`src/rtl/mmdec_pkg.sv`:
```
package mmdec_pkg;
    typedef enum logic [3:0] {
        RG_BOOT = 4'd0,
        RG_ROM  = 4'd1,
        RG_VRAM = 4'd2,
        RG_ERAM = 4'd3,
        RG_WRAM = 4'd4,
        RG_HRAM = 4'd5,
        RG_JOY  = 4'd6,
        RG_VREG = 4'd7,
        RG_NONE = 4'd8
    } region_e;

    localparam int NUM_REGIONS = 8;

    typedef enum logic {
        OVL_ACTIVE  = 1'b0,
        OVL_RETIRED = 1'b1
    } ovl_state_e;
endpackage

```
`src/rtl/region_decode.sv`:
```
module region_decode
    import mmdec_pkg::*;
#(
    parameter int          AW        = 16,
    parameter int          IDX_W     = 15,
    parameter logic [15:0] BOOT_LAST = 16'h00FE
) (
    input  logic [AW-1:0]    addr,
    input  logic             overlay_on,
    output region_e          region,
    output logic [IDX_W-1:0] index
);
    always_comb begin
        region = RG_NONE;
        index  = '0;
        if (overlay_on && addr <= BOOT_LAST) begin
            region = RG_BOOT;
            index  = IDX_W'(addr[7:0]);
        end else begin
            unique case (addr[15:13])
                3'b000, 3'b001, 3'b010, 3'b011: begin
                    region = RG_ROM;
                    index  = IDX_W'(addr[14:0]);
                end
                3'b100: begin
                    region = RG_VRAM;
                    index  = IDX_W'(addr[12:0]);
                end
                3'b101: begin
                    region = RG_ERAM;
                    index  = IDX_W'(addr[12:0]);
                end
                3'b110: begin
                    region = RG_WRAM;
                    index  = IDX_W'(addr[12:0]);
                end
                3'b111: begin
                    if (addr < 16'hFE00) begin
                        region = RG_WRAM;
                        index  = IDX_W'(addr[12:0]);
                    end else if (addr >= 16'hFF80) begin
                        region = RG_HRAM;
                        index  = IDX_W'(addr[6:0]);
                    end else if (addr == 16'hFF00) begin
                        region = RG_JOY;
                    end else if (addr[15:6] == 10'b1111_1111_01) begin
                        region = RG_VREG;
                        index  = IDX_W'(addr[5:0]);
                    end
                end
                default: region = RG_NONE;
            endcase
        end
    end
endmodule

```
`src/rtl/overlay_fsm.sv`:
```
module overlay_fsm
    import mmdec_pkg::*;
#(
    parameter logic [15:0] BOOT_LAST = 16'h00FE,
    parameter logic [15:0] EXIT_REG  = 16'hFF50
) (
    input  logic        clk,
    input  logic        rst_n,
    input  logic        rd,
    input  logic        wr,
    input  logic [15:0] addr,
    output logic        overlay_on
);
    ovl_state_e state, state_nx;
    logic       retire;

    assign retire = (rd && addr == BOOT_LAST) || (wr && addr == EXIT_REG);

    always_ff @(posedge clk) begin
        if (!rst_n) state <= OVL_ACTIVE;
        else        state <= state_nx;
    end

    always_comb begin
        state_nx = state;
        unique case (state)
            OVL_ACTIVE:  if (retire) state_nx = OVL_RETIRED;
            OVL_RETIRED: state_nx = OVL_RETIRED;
            default:     state_nx = OVL_ACTIVE;
        endcase
    end

    always_comb begin
        unique case (state)
            OVL_ACTIVE:  overlay_on = 1'b1;
            OVL_RETIRED: overlay_on = 1'b0;
            default:     overlay_on = 1'b1;
        endcase
    end
endmodule

```
`src/rtl/read_capture.sv`:
```
module read_capture
    import mmdec_pkg::*;
#(
    parameter int DW = 8,
    parameter int NR = NUM_REGIONS
) (
    input  logic            clk,
    input  logic            rst_n,
    input  logic            rd,
    input  region_e         region,
    input  logic [NR*DW-1:0] rdata_bus,
    output logic [DW-1:0]   rdata
);
    logic [DW-1:0] picked;

    always_comb begin
        if (region == RG_NONE) picked = '0;
        else                   picked = rdata_bus[int'(region)*DW +: DW];
    end

    always_ff @(posedge clk) begin
        if (!rst_n)  rdata <= '0;
        else if (rd) rdata <= picked;
    end
endmodule

```
`src/rtl/mem_map_decoder.sv`:
```
module mem_map_decoder
    import mmdec_pkg::*;
#(
    parameter int          AW         = 16,
    parameter int          DW         = 8,
    parameter int          IDX_W      = 15,
    parameter int          TILE_W     = 13,
    parameter logic [15:0] BOOT_LAST  = 16'h00FE,
    parameter logic [15:0] EXIT_REG   = 16'hFF50,
    parameter logic [15:0] TILE_LIMIT = 16'h9800
) (
    input  logic                   clk,
    input  logic                   rst_n,
    input  logic [AW-1:0]          cpu_addr,
    input  logic                   cpu_rd,
    input  logic                   cpu_wr,
    input  logic [DW-1:0]          cpu_wdata,
    output logic [DW-1:0]          cpu_rdata,
    input  logic [DW-1:0]          boot_rdata,
    input  logic [DW-1:0]          rom_rdata,
    input  logic [DW-1:0]          vram_rdata,
    input  logic [DW-1:0]          eram_rdata,
    input  logic [DW-1:0]          wram_rdata,
    input  logic [DW-1:0]          hram_rdata,
    input  logic [DW-1:0]          joy_rdata,
    input  logic [DW-1:0]          vreg_rdata,
    output logic [NUM_REGIONS-1:0] region_sel,
    output logic [NUM_REGIONS-1:0] region_we,
    output logic [IDX_W-1:0]       mem_index,
    output logic                   tile_stb,
    output logic [TILE_W-1:0]      tile_addr,
    output logic [DW-1:0]          tile_data,
    output logic                   overlay_on
);
    localparam logic [NUM_REGIONS-1:0] WR_MASK = 8'b1111_1100;

    region_e                   region;
    logic                      access;
    logic [NUM_REGIONS*DW-1:0] rdata_bus;

    assign access = cpu_rd || cpu_wr;

    overlay_fsm #(.BOOT_LAST(BOOT_LAST), .EXIT_REG(EXIT_REG)) u_ovl (
        .clk(clk), .rst_n(rst_n), .rd(cpu_rd), .wr(cpu_wr),
        .addr(cpu_addr), .overlay_on(overlay_on)
    );

    region_decode #(.AW(AW), .IDX_W(IDX_W), .BOOT_LAST(BOOT_LAST)) u_dec (
        .addr(cpu_addr), .overlay_on(overlay_on),
        .region(region), .index(mem_index)
    );

    for (genvar g = 0; g < NUM_REGIONS; g++) begin : g_sel
        assign region_sel[g] = access && (region == region_e'(g));
        assign region_we[g]  = cpu_wr && WR_MASK[g] && (region == region_e'(g));
    end

    assign rdata_bus = {vreg_rdata, joy_rdata, hram_rdata, wram_rdata,
                        eram_rdata, vram_rdata, rom_rdata, boot_rdata};

    read_capture #(.DW(DW), .NR(NUM_REGIONS)) u_cap (
        .clk(clk), .rst_n(rst_n), .rd(cpu_rd), .region(region),
        .rdata_bus(rdata_bus), .rdata(cpu_rdata)
    );

    assign tile_stb  = region_we[RG_VRAM] && (cpu_addr < TILE_LIMIT);
    assign tile_addr = cpu_addr[TILE_W-1:0];
    assign tile_data = cpu_wdata;
endmodule

```
`config.mk`:
```
export PLATFORM = sky130hd
export DESIGN_NAME = mem_map_decoder
export DESIGN_NICKNAME = d
export VERILOG_FILES = /design/src/rtl/mmdec_pkg.sv /design/src/rtl/region_decode.sv /design/src/rtl/overlay_fsm.sv /design/src/rtl/read_capture.sv /design/src/rtl/mem_map_decoder.sv
export SDC_FILE = /design/constraint.sdc
export NUM_CORES = 1
export LEC_CHECK = 0
export BUFFER_PORTS_ARGS = -buffer_cell sky130_fd_sc_hd__clkbuf_2
export CORE_MARGIN = 2
export CORE_UTILIZATION = 25
export CTS_CLUSTER_DIAMETER = 50
export CTS_CLUSTER_SIZE = 10
export DETAILED_ROUTE_END_ITERATION = 7
export HOLD_SLACK_MARGIN = 0.03
export SYNTH_ARGS = -nofsm -noshare
export SYNTH_HDL_FRONTEND = slang
export SYNTH_SLANG_ARGS = --single-unit
```
`constraint.sdc`:
```
create_clock -name clk -period 4.3 [get_ports clk]
set_clock_uncertainty 0.2 [all_clocks]
set_input_delay 0.43 -clock clk [delete_from_list [all_inputs] [get_ports clk]]
set_output_delay 0.43 -clock clk [all_outputs]
set_load 0.01 [all_outputs]
```
==> out/results.tsv <==
stage	metric	value	unit
logic_synthesis	Synth warnings	0	
clock_network	total CTS buffers	3	
drt	First-pass DRT Iterations	4	
floorplanning	Die W	80.3	µm
global_routing	initial antenna violation count	0	
finish	Layout area overhead	41.9	%
floorplanning	Core ar.	5570	µm²
sta	Setup TNS	0	ns
clock_network	post_cts resized	0	
setup_path	CP Launch Type	input pin	
logic_synthesis	post-synthesis cell count	209	
logic_synthesis	synth top area cells	dfxtp_1, buf_4, mux2i_1, nand2_1, a21oi_1	
place	GPL Wtd Cong	0.769	
setup_path	reg2reg path depth	5	
finish	n_diodes	0	
setup_path	Critical Path End Type	primary output	
setup_path	RR Endpoint	u_cap.rdata[0]	
finish	Final #Nets	411	
sta	worst slew pin tran	0.881	ns
global_routing	largest net degree at the start of global routing	19	
sta	relative slew slack	0.413	
flow_run	Max-Cap Viols	0	
global_routing	vias in the first global route	1722	
logic_synthesis	Synth top area share	0.124	
setup_path	kind of critical path	in -> out	
logic_synthesis	sequential area share after synthesis	0.124	
place	DP HPWL	4360	µm
logic_synthesis	top_reg_cell synth	dfxtp_1	
drt	ANT nets after route	0	
drt	DR iter-0 viols	80	
drt	WL per Instance	13.6	µm
sta	unrepaired setup endpoints after global routing	no	
clock_network	# hold bufs at CTS	0	
clock_network	CTS max path bufs	2	
clock_network	Clock Pin Slew Worst Setup and Hold Paths	0.05	ns
sta	fin crit share	0.683	
setup_path	worst reg2reg startpoint	u_ovl.state	
logic_synthesis	EDFF count, synth	0	
clock_network	htree depth	1	
logic_synthesis	Yosys cell types	46	
setup_path	worst endpoint required time	3.67	ns
power	Lkg Pwr	1.09	nW
sta	Hold Worst Slack	0.239	ns
place	number of port buffers	135	
clock_network	Worst-Skew Late Latency	0.23	ns
drt	total wire length	5300	µm
floorplanning	Die Ht	80.3	µm
hold_path	Hold WC Path Type	in -> reg	
clock_network	Post-CTS Setup Repair Bufs	0	
outcome	status	completed	
sta	final setup vio count	0	
hold_path	Hold Path End	u_cap.rdata[6]	
sta	Final min period	2.94	ns
hold_path	hold_sp	eram_rdata[6]	
global_routing	global-route wire length before repair	8040	µm
power	PwrDens	173	nW/µm²
clock_network	TritonCTS clock tree	yes	
setup_path	Worst EP arrival	2.31	ns
sta	FMAX	340	MHz
setup_path	CP Max Fanout	12	
logic_synthesis	post-synth top area cell	dfxtp_1	
logic_synthesis	fraction of registers with async set/reset	0	
logic_synthesis	#FFs+latches synth	9	
floorplanning	I/O pins	154	
drt	DRC Markers	0	
drt	post-DR vias/cell	4.89	
sta	Slew Limit Fails	0	
floorplanning	Starting Density	0.261	
power	power consumption	357	µW
floorplanning	total die area	6450	µm²
hold_path	hold path depth	3	
global_routing	GRT Total Usage	0.158	
drt	via count	1908	
logic_synthesis	mapped cell area	1460	µm²
finish	share of layout cells above drive strength 1	0.475	
logic_synthesis	Syn Area/Cell	6.97	µm²
clock_network	clock sinks	9	
power	worst vdd ir	0.127	mV
floorplanning	num rows	27	
sta	number of hold violations in the final report	0	
global_routing	Overflow after GRT	0	
setup_path	Reg2Reg Setup Slack	2.19	ns
clock_network	Root Buffer	clkbuf_8	
cell usage after synthesis (2+ instances only):
cell type  number
dfxtp_1         9
clkbuf_1        3
nor4_1          5
o21ai_0         9
nor3_2          2
nand2_1        22
a22o_1          3
nand3_1         6
a211o_1         4
o221ai_1        4
buf_2           5
a31oi_1         2
nor3_1         12
inv_1           7
or3_1           2
a21oi_1        12
a211oi_1        4
nor2b_1         8
buf_4          23
nor2_1         11
mux2i_1        15
and2_1          8
nor3b_1         3
o22ai_1         7
or2_2           2
layer usage:
layer	part of all wire	up-vias	GRT usage
met2	0.49	87	0.276
met1	0.43	857	0.194
li1	-	960	-
met4	0.0055	0	0.0373
met5	0	-	0
met3	0.079	4	0.0382
worst max-delay path, cell delays in order:
cell      delay (ns)
clkbuf_2        0.19
nor4_1          0.27
nand2_1         0.18
o32ai_4         0.52
buf_4           0.32
nand2_1         0.09
nor3_1          0.14
clkbuf_2        0.16
area by class of cell:
| class | count | area [µm²] |
|---|---|---|
| Clock buffer | 3 | 41.3 |
| Clock inverter | 1 | 5.00 |
| Fill cell | 621 | 3510 |
| Inverter | 7 | 26.3 |
| Multi-Input combinational cell | 160 | 1030 |
| Sequential cell | 9 | 180 |
| Tap cell | 72 | 90.1 |
| Timing Repair Buffer | 138 | 698 |
logic make-up after synthesis:
logic type | share of synthesized area
muxes | 0.113
other | 0.00257
AOI/OAI and AO/OA | 0.255
buffers and inverters | 0.182
and+or+nand+nor | 0.323
DFF | 0.124
through the flow:
step,setup slack [ns],instances,cell area (µm²),util
finish,1.36,390,2070,0.371
global route,1.19,390,2070,0.371
CTS,1.32,390,2070,0.371
detailed placement,1.32,386,2020,0.363
global placement,1.40,386,2020,0.363
floorplan,1.85,210,1460,-
layout by cell type, fill, tap and decap left out, types with 4 or more instances in the layout:
cell type  instances
o221ai_1           4
nor2b_1            8
mux2i_1           15
nor2_1            11
and2_1             8
nand2_1           22
nand3_1            6
o21ai_0            9
nor3_1            12
clkbuf_2         135
a211o_1            4
nor4_1             5
o22ai_1            7
inv_1              7
a211oi_1           4
a21oi_1           12
dfxtp_1            9
sequential cells by signal, summed over array words and instances, names as in the netlist:
signal and cells:
u_cap.rdata 8, u_ovl.state 1
worst max path at each step:
stage / cells after the start / to / start
after floorplan: 8 / region_sel[4] / cpu_addr[8]
after global placement: 8 / region_sel[4] / cpu_addr[15]
after detailed placement: 8 / region_sel[4] / cpu_addr[15]
after CTS: 8 / region_sel[4] / cpu_addr[15]
after global routing: 8 / region_sel[4] / cpu_addr[15]
final: 8 / region_we[4] / cpu_addr[15]
where the power goes:
part / total, mW / internal [mW] / switching [mW]
registers: 0.0939 / 0.0904 / 0.00353
logic: 0.162 / 0.0755 / 0.0861
clock network: 0.101 / 0.0635 / 0.0376
(Power assumes the default switching activity.)
